--- src/rtl/sram_ctrl_pkg.sv ---
package sram_ctrl_pkg;

  typedef enum logic [2:0] {
    ST_IDLE       = 3'd0,
    ST_RD_ACCESS  = 3'd1,
    ST_RD_CAPTURE = 3'd2,
    ST_WR_SETUP   = 3'd3,
    ST_WR_PULSE   = 3'd4,
    ST_WR_HOLD    = 3'd5,
    ST_TURN       = 3'd6
  } ctrl_state_e;

  typedef struct packed {
    logic ce_n;
    logic we_n;
    logic oe_n;
    logic ub_n;
    logic lb_n;
    logic dq_oe;
  } pin_ctl_t;

  localparam pin_ctl_t PINS_QUIET = '{ce_n: 1'b1, we_n: 1'b1, oe_n: 1'b1,
                                      ub_n: 1'b1, lb_n: 1'b1, dq_oe: 1'b0};

  // Strobe pattern that belongs to each state; lane bit 1 = upper byte.
  function automatic pin_ctl_t decode_pins(input ctrl_state_e s, input logic [1:0] lanes);
    pin_ctl_t p;
    p = PINS_QUIET;
    case (s)
      ST_RD_ACCESS: begin
        p.ce_n = 1'b0;
        p.oe_n = 1'b0;
        p.ub_n = ~lanes[1];
        p.lb_n = ~lanes[0];
      end
      ST_RD_CAPTURE: begin
        p.ce_n = 1'b0;
        p.ub_n = ~lanes[1];
        p.lb_n = ~lanes[0];
      end
      ST_WR_SETUP, ST_WR_HOLD: begin
        p.ce_n  = 1'b0;
        p.ub_n  = ~lanes[1];
        p.lb_n  = ~lanes[0];
        p.dq_oe = 1'b1;
      end
      ST_WR_PULSE: begin
        p.ce_n  = 1'b0;
        p.we_n  = 1'b0;
        p.ub_n  = ~lanes[1];
        p.lb_n  = ~lanes[0];
        p.dq_oe = 1'b1;
      end
      default: p = PINS_QUIET;
    endcase
    return p;
  endfunction

endpackage

--- src/rtl/sram_seq_fsm.sv ---
module sram_seq_fsm
  import sram_ctrl_pkg::*;
#(
  parameter int RD_CYCLES       = 2,
  parameter int WR_SETUP_CYCLES = 1,
  parameter int WR_PULSE_CYCLES = 1
) (
  input  logic        clk,
  input  logic        rst_n,
  input  logic        req_valid,
  input  logic        req_write,
  output ctrl_state_e state_d,
  output logic        accept,
  output logic        capture_en,
  output logic        ready_q,
  output logic        done_q
);

  localparam int MAX_A  = (RD_CYCLES > WR_SETUP_CYCLES) ? RD_CYCLES : WR_SETUP_CYCLES;
  localparam int MAX_C  = (MAX_A > WR_PULSE_CYCLES) ? MAX_A : WR_PULSE_CYCLES;
  localparam int CNT_W  = (MAX_C < 2) ? 1 : $clog2(MAX_C);
  localparam logic [CNT_W-1:0] RD_LOAD    = CNT_W'(RD_CYCLES - 1);
  localparam logic [CNT_W-1:0] SETUP_LOAD = CNT_W'(WR_SETUP_CYCLES - 1);
  localparam logic [CNT_W-1:0] PULSE_LOAD = CNT_W'(WR_PULSE_CYCLES - 1);

  ctrl_state_e      state_q;
  logic [CNT_W-1:0] cnt_q, cnt_d;
  logic             cnt_en;
  logic             cnt_zero;

  assign cnt_zero   = (cnt_q == '0);
  assign accept     = ready_q && req_valid;
  assign capture_en = (state_q == ST_RD_ACCESS) && cnt_zero;

  always_comb begin
    state_d = state_q;
    cnt_d   = cnt_q;
    cnt_en  = 1'b0;
    case (state_q)
      ST_IDLE: begin
        if (accept) begin
          cnt_en = 1'b1;
          if (req_write) begin
            state_d = ST_WR_SETUP;
            cnt_d   = SETUP_LOAD;
          end else begin
            state_d = ST_RD_ACCESS;
            cnt_d   = RD_LOAD;
          end
        end
      end
      ST_RD_ACCESS: begin
        if (cnt_zero) begin
          state_d = ST_RD_CAPTURE;
        end else begin
          cnt_en = 1'b1;
          cnt_d  = cnt_q - 1'b1;
        end
      end
      ST_RD_CAPTURE: state_d = ST_TURN;
      ST_TURN:       state_d = ST_IDLE;
      ST_WR_SETUP: begin
        cnt_en = 1'b1;
        if (cnt_zero) begin
          state_d = ST_WR_PULSE;
          cnt_d   = PULSE_LOAD;
        end else begin
          cnt_d = cnt_q - 1'b1;
        end
      end
      ST_WR_PULSE: begin
        if (cnt_zero) begin
          state_d = ST_WR_HOLD;
        end else begin
          cnt_en = 1'b1;
          cnt_d  = cnt_q - 1'b1;
        end
      end
      ST_WR_HOLD: state_d = ST_IDLE;
      default:    state_d = ST_IDLE;
    endcase
  end

  always_ff @(posedge clk or negedge rst_n) begin
    if (!rst_n) begin
      state_q <= ST_IDLE;
      cnt_q   <= '0;
      ready_q <= 1'b0;
      done_q  <= 1'b0;
    end else begin
      state_q <= state_d;
      if (cnt_en) begin
        cnt_q <= cnt_d;
      end
      ready_q <= (state_d == ST_IDLE);
      done_q  <= (state_d == ST_RD_CAPTURE) || (state_d == ST_WR_HOLD);
    end
  end

endmodule

--- src/rtl/sram_pin_drive.sv ---
module sram_pin_drive
  import sram_ctrl_pkg::*;
#(
  parameter int ADDR_W = 18,
  parameter int DATA_W = 16
) (
  input  logic              clk,
  input  logic              rst_n,
  input  logic              accept,
  input  ctrl_state_e       state_d,
  input  logic [ADDR_W-1:0] req_addr,
  input  logic [DATA_W-1:0] req_wdata,
  input  logic [1:0]        req_be,
  output logic [1:0]        lanes_q,
  output logic [ADDR_W-1:0] addr_q,
  output logic [DATA_W-1:0] wdata_q,
  output pin_ctl_t          ctl_q
);

  logic [1:0] lanes_d;
  pin_ctl_t   ctl_d;

  assign lanes_d = accept ? req_be : lanes_q;
  assign ctl_d   = decode_pins(state_d, lanes_d);

  // Request fields load only on acceptance, which always falls in an idle
  // cycle with write enable high.
  always_ff @(posedge clk or negedge rst_n) begin
    if (!rst_n) begin
      lanes_q <= '0;
      addr_q  <= '0;
      wdata_q <= '0;
    end else if (accept) begin
      lanes_q <= req_be;
      addr_q  <= req_addr;
      wdata_q <= req_wdata;
    end
  end

  always_ff @(posedge clk or negedge rst_n) begin
    if (!rst_n) begin
      ctl_q <= PINS_QUIET;
    end else begin
      ctl_q <= ctl_d;
    end
  end

endmodule

--- src/rtl/sram_rd_capture.sv ---
module sram_rd_capture #(
  parameter int DATA_W = 16
) (
  input  logic              clk,
  input  logic              rst_n,
  input  logic              capture_en,
  input  logic [1:0]        lanes_q,
  input  logic [DATA_W-1:0] dq_in,
  output logic [DATA_W-1:0] rdata_q
);

  localparam int LANES  = 2;
  localparam int LANE_W = DATA_W / LANES;

  logic [LANE_W-1:0] lane_q [LANES];

  for (genvar g = 0; g < LANES; g++) begin : g_lane
    always_ff @(posedge clk or negedge rst_n) begin
      if (!rst_n) begin
        lane_q[g] <= '0;
      end else if (capture_en) begin
        lane_q[g] <= lanes_q[g] ? dq_in[g*LANE_W +: LANE_W] : '0;
      end
    end
    assign rdata_q[g*LANE_W +: LANE_W] = lane_q[g];
  end

endmodule

--- src/rtl/sram_bytelane_ctrl.sv ---
module sram_bytelane_ctrl
  import sram_ctrl_pkg::*;
#(
  parameter int ADDR_W          = 18,
  parameter int DATA_W          = 16,
  parameter int RD_CYCLES       = 2,
  parameter int WR_SETUP_CYCLES = 1,
  parameter int WR_PULSE_CYCLES = 1
) (
  input  logic              clk,
  input  logic              rst_n,
  input  logic              req_valid,
  input  logic              req_write,
  input  logic [ADDR_W-1:0] req_addr,
  input  logic [DATA_W-1:0] req_wdata,
  input  logic [1:0]        req_be,
  output logic              req_ready,
  output logic              rsp_done,
  output logic [DATA_W-1:0] rsp_rdata,
  output logic [ADDR_W-1:0] sram_addr,
  output logic              sram_ce_n,
  output logic              sram_we_n,
  output logic              sram_oe_n,
  output logic              sram_ub_n,
  output logic              sram_lb_n,
  output logic [DATA_W-1:0] sram_dq_out,
  output logic              sram_dq_oe,
  input  logic [DATA_W-1:0] sram_dq_in
);

  ctrl_state_e state_d;
  logic        accept;
  logic        capture_en;
  logic [1:0]  lanes_q;
  pin_ctl_t    ctl_q;

  sram_seq_fsm #(
    .RD_CYCLES       (RD_CYCLES),
    .WR_SETUP_CYCLES (WR_SETUP_CYCLES),
    .WR_PULSE_CYCLES (WR_PULSE_CYCLES)
  ) u_fsm (
    .clk        (clk),
    .rst_n      (rst_n),
    .req_valid  (req_valid),
    .req_write  (req_write),
    .state_d    (state_d),
    .accept     (accept),
    .capture_en (capture_en),
    .ready_q    (req_ready),
    .done_q     (rsp_done)
  );

  sram_pin_drive #(
    .ADDR_W (ADDR_W),
    .DATA_W (DATA_W)
  ) u_pins (
    .clk       (clk),
    .rst_n     (rst_n),
    .accept    (accept),
    .state_d   (state_d),
    .req_addr  (req_addr),
    .req_wdata (req_wdata),
    .req_be    (req_be),
    .lanes_q   (lanes_q),
    .addr_q    (sram_addr),
    .wdata_q   (sram_dq_out),
    .ctl_q     (ctl_q)
  );

  sram_rd_capture #(
    .DATA_W (DATA_W)
  ) u_cap (
    .clk        (clk),
    .rst_n      (rst_n),
    .capture_en (capture_en),
    .lanes_q    (lanes_q),
    .dq_in      (sram_dq_in),
    .rdata_q    (rsp_rdata)
  );

  assign sram_ce_n  = ctl_q.ce_n;
  assign sram_we_n  = ctl_q.we_n;
  assign sram_oe_n  = ctl_q.oe_n;
  assign sram_ub_n  = ctl_q.ub_n;
  assign sram_lb_n  = ctl_q.lb_n;
  assign sram_dq_oe = ctl_q.dq_oe;

endmodule

--- config.mk ---
export PLATFORM = sky130hd
export DESIGN_NAME = sram_bytelane_ctrl
export DESIGN_NICKNAME = d
export VERILOG_FILES = /design/src/rtl/sram_ctrl_pkg.sv /design/src/rtl/sram_seq_fsm.sv /design/src/rtl/sram_pin_drive.sv /design/src/rtl/sram_rd_capture.sv /design/src/rtl/sram_bytelane_ctrl.sv
export SDC_FILE = /design/constraint.sdc
export NUM_CORES = 1
export LEC_CHECK = 0
export BUFFER_PORTS_ARGS = -buffer_cell sky130_fd_sc_hd__buf_2
export CAP_MARGIN = 20
export CELL_PAD_IN_SITES_DETAIL_PLACEMENT = 1
export CELL_PAD_IN_SITES_GLOBAL_PLACEMENT = 1
export CORE_ASPECT_RATIO = 0.6
export CORE_MARGIN = 2
export CORE_UTILIZATION = 40
export CTS_BUF_LIST = sky130_fd_sc_hd__clkbuf_2 sky130_fd_sc_hd__clkbuf_4 sky130_fd_sc_hd__clkbuf_8
export CTS_CLUSTER_SIZE = 12
export DETAILED_ROUTE_END_ITERATION = 8
export GPL_TIMING_DRIVEN = 0
export PLACE_DENSITY_LB_ADDON = 0.1
export SLEW_MARGIN = 20
export SYNTH_ARGS = -nofsm -noshare
export SYNTH_HDL_FRONTEND = slang
export SYNTH_SLANG_ARGS = --single-unit
--- constraint.sdc ---
create_clock -name clk -period 3.7 [get_ports clk]
set_input_delay 0.37 -clock clk [delete_from_list [all_inputs] [get_ports clk]]
set_output_delay 0.37 -clock clk [all_outputs]
set_load 0.01 [all_outputs]
==> results.md <==
* Mux contribution to synthesized area at 14.9%
* N_diodes at 0
* DRT Wirelength at ~6.3 mm
* Setup_tns at 0 ps
* Via count at approximately 2000
* Overall Global Routing Usage at between 10% and 20%
* Syn Inst Count at around 200
* Setup Fix Bufs, Post-CTS at 0
* Pin count of the biggest net entering global routing at 58
* Clk sinks at 64
* Worst Path Required at 3920 ps
* Post-synth EDFFs at 0
* Gpl congestion at around 0.78
* Switching part of the total at 36.3%
* Yosys warnings at 0
* Post-Syn Area at between 2000 and 3000 µm²
* Die Width at 107 µm
* Core ar. at between 6000 and 7000 µm²
* P_leak at roughly 1.7 nW
* Sequential share of power at 39.8%
* CTS clk-pin slew, worst paths at 70 ps
* Global-route wire length before repair at 10.1 mm
* 1st-pass router iterations at 4
* Synth Area in Simple Gates at 8.29%
* Distinct cells, synth at 32
* Final hold violation count at 0
* Final Skew at 6.07 ps
* Top post-synthesis cells by area: dfrtp_1, mux2_2, nand2_1
* Final ANT Viol Nets at 0
* Fillers at 707
* Hold WS at 265 ps
* Max Clk Rate at 0.613 GHz
* Clk root buf: clkbuf_8
* Sequential cell area at roughly 1600 µm²
* Share of layout cells above drive strength 1 at between 50 and 60%
* Layout area overhead at 34.9%
* Final total power at 2.96 mW
* Ys flop type: dfrtp_1
* Initial antenna violation count at 0
* DR vias/cell at between 4 and 5
* Complex-gate fraction of the synthesized area at 9.90%
* Cell with the most instances after synthesis: dfrtp_1
* XOR/XNOR Fraction of Synth Area at 1.02%
* CTS buffer count at 9
* Htree depth at 3
* Synth cell count leaders: dfrtp_1, nand2_1, mux2_2, o21ai_2, o21ai_1
* Seq/Total Area, Yosys at 62.7%
* Post-Synth Adder-Cell Area at 0%
* RSZ-0062 raised after global routing: false
* Status: completed
* Clock Latency Late Sink at between 300 and 400 ps
* DP Wirelength at 4.66 mm
* R2R Setup Slk at 2070 ps
* Initial Util at between 40% and 50%
* Comb pwr share at 41.9%
* Syn Area/Cell at 12.6 µm²
* Final Critical Period at 1630 ps
* Internal power at 1.89 mW
* Max IR drop VDD at 329 µV
* Drt wl/cell at 15.1 µm
* Synth area leader: dfrtp_1
* Slew headroom at 64.0%
* CTS max path bufs at 2
* Worst-margin pin slew at 540 ps
* CTS tree: done
* Fin. max-slew vios at 0
* Port Buffers at 113
* Critical path launch point type: flip-flop
* Min-delay worst type: primary input to flip-flop
* Final setup fails at 0
* Tcrit/Tclk final at between 40% and 50%
* Site Rows at 22
* Max cap viols at 0
* FF+latch count, synth at 64
* Element type at the critical path end: flip-flop
* Clock power frac at 18.3%
* Layout Nets at 385
* Die ar. at roughly 7000 µm²
* Syn_nets at 259
* Largest family of logic cells by synthesized area: multiplexers
* Net Sw Power at roughly 1.1 mW
* CP max FO at 10
* CP Class: flip-flop to flip-flop
* Die height at 66.0 µm
* Asr flop ratio synth at 100%
* Top cell type's share of synthesized area at 57.6%
* DRC Markers at 0
* Overflow after GRT at 0
* IO Pins at 114
* Vias in the first global route at 1996
* Arrival time worst endpoint at approximately 1900 ps
* DRT iter0 DRCs at 67
* PwrDens at 856 nW/µm²
* Area of the multi-input gates at just under 900 µm²
* Fin util at 56.1%
[flip-flops by register name (all words and copies together) (netlist names)]
| name | cells |
|---|---|
| u_pins.addr_q | 18 |
| u_fsm.ready_q | 1 |
| u_fsm.done_q | 1 |
| u_fsm.state_q | 3 |
| u_cap.rdata_q | 16 |
| u_pins.wdata_q | 16 |
| u_fsm.cnt_q | 1 |
| u_pins.lanes_q | 2 |
| u_pins.ctl_q | 6 |
[logic make-up after synthesis]
logic type / Yosys count
and+or+nand+nor: 51
AOI/OAI and AO/OA: 35
muxes: 34
buffers and inverters: 16
xor gates and xnor gates: 3
DFF: 64
[layout by cell type, fill, tap and decap left out, types with 3 or more instances in the layout]
cell type,netlist,final
buf_1,3,3
buf_2,5,117
clkbuf_1,4,4
clkbuf_8,0,11
dfrtp_1,59,59
dfstp_2,5,5
mux2_2,34,34
nand2_1,38,38
nor2_1,4,4
o21ai_0,5,5
o21ai_1,6,6
o21ai_2,10,10
[power groups by stage]
stage / Clock (mW) / Sequential, mW / Combinational, mW
finish: 0.542 / 1.18 / 1.24
global placement: 0 / 1.18 / 1.21
floorplan: 0 / 1.33 / 0.608
CTS: 0.560 / 1.18 / 1.26
global route: 0.598 / 1.22 / 1.37
detailed placement: 0 / 1.20 / 1.25
[per-stage QoR]
step	area, µm²	cells	worst slack [ps]
finish	3460	418	2070
global placement	3240	400	2010
floorplan	2560	203	2300
detailed placement	3270	401	2020
global route	3460	418	1920
CTS	3460	418	2040
[final timing paths]
| check | start | endpoint | depth (start not counted) |
|---|---|---|---|
| worst min-delay path | req_wdata[2] | u_pins.wdata_q[2]$_DFFE_PN0P_ | 2 |
| worst max-delay path | u_fsm.ready_q$_DFF_PN0_ | u_fsm.state_q[0]$_DFF_PN0_ | 4 |
| worst max register to register | u_fsm.ready_q$_DFF_PN0_ | u_fsm.state_q[0]$_DFF_PN0_ | 4 |
| worst min register to register | u_cap.rdata_q[15]$_DFFE_PN0P_ | u_cap.rdata_q[15]$_DFFE_PN0P_ | 2 |
| min in group asynchronous | rst_n | u_cap.rdata_q[2]$_DFFE_PN0P_ | 2 |
| max in group asynchronous | rst_n | u_pins.ctl_q[5]$_DFF_PN1_ | 3 |
[routing by layer]
| layer | part of all wire [%] | GRT usage (%) | vias up |
|---|---|---|---|
| li1 | - | - | 950 |
| met1 | 45 | 25.2 | 959 |
| met2 | 47 | 30.1 | 67 |
| met3 | 6.3 | 6.01 | 8 |
| met4 | 1.3 | 6.73 | 0 |
| met5 | 0 | 0 | - |
[worst max-delay path, cell delays in order (launching register included)]
cell	delay, ps
dfrtp_1	440
nand2_1	190
buf_1	450
o21ai_0	160
a32o_1	280
[area by class of cell]
| cell class | count | share of cell area [%] |
|---|---|---|
| Clock buffer | 13 | 4.81 |
| Tap cell | 84 | 3.04 |
| Buffer | 14 | 2.13 |
| Timing Repair Buffer | 115 | 17.5 |
| Multi-Input combinational cell | 123 | 25.3 |
| Sequential cell | 64 | 46.5 |
| Clock inverter | 3 | 0.506 |
| Inverter | 2 | 0.217 |
[timing repair]
action,in CTS,in global routing
resized for setup,0,0
hold buffers,1,0
endpoints found under the hold margin,6,0
Power figures use the tool's default switching activity.
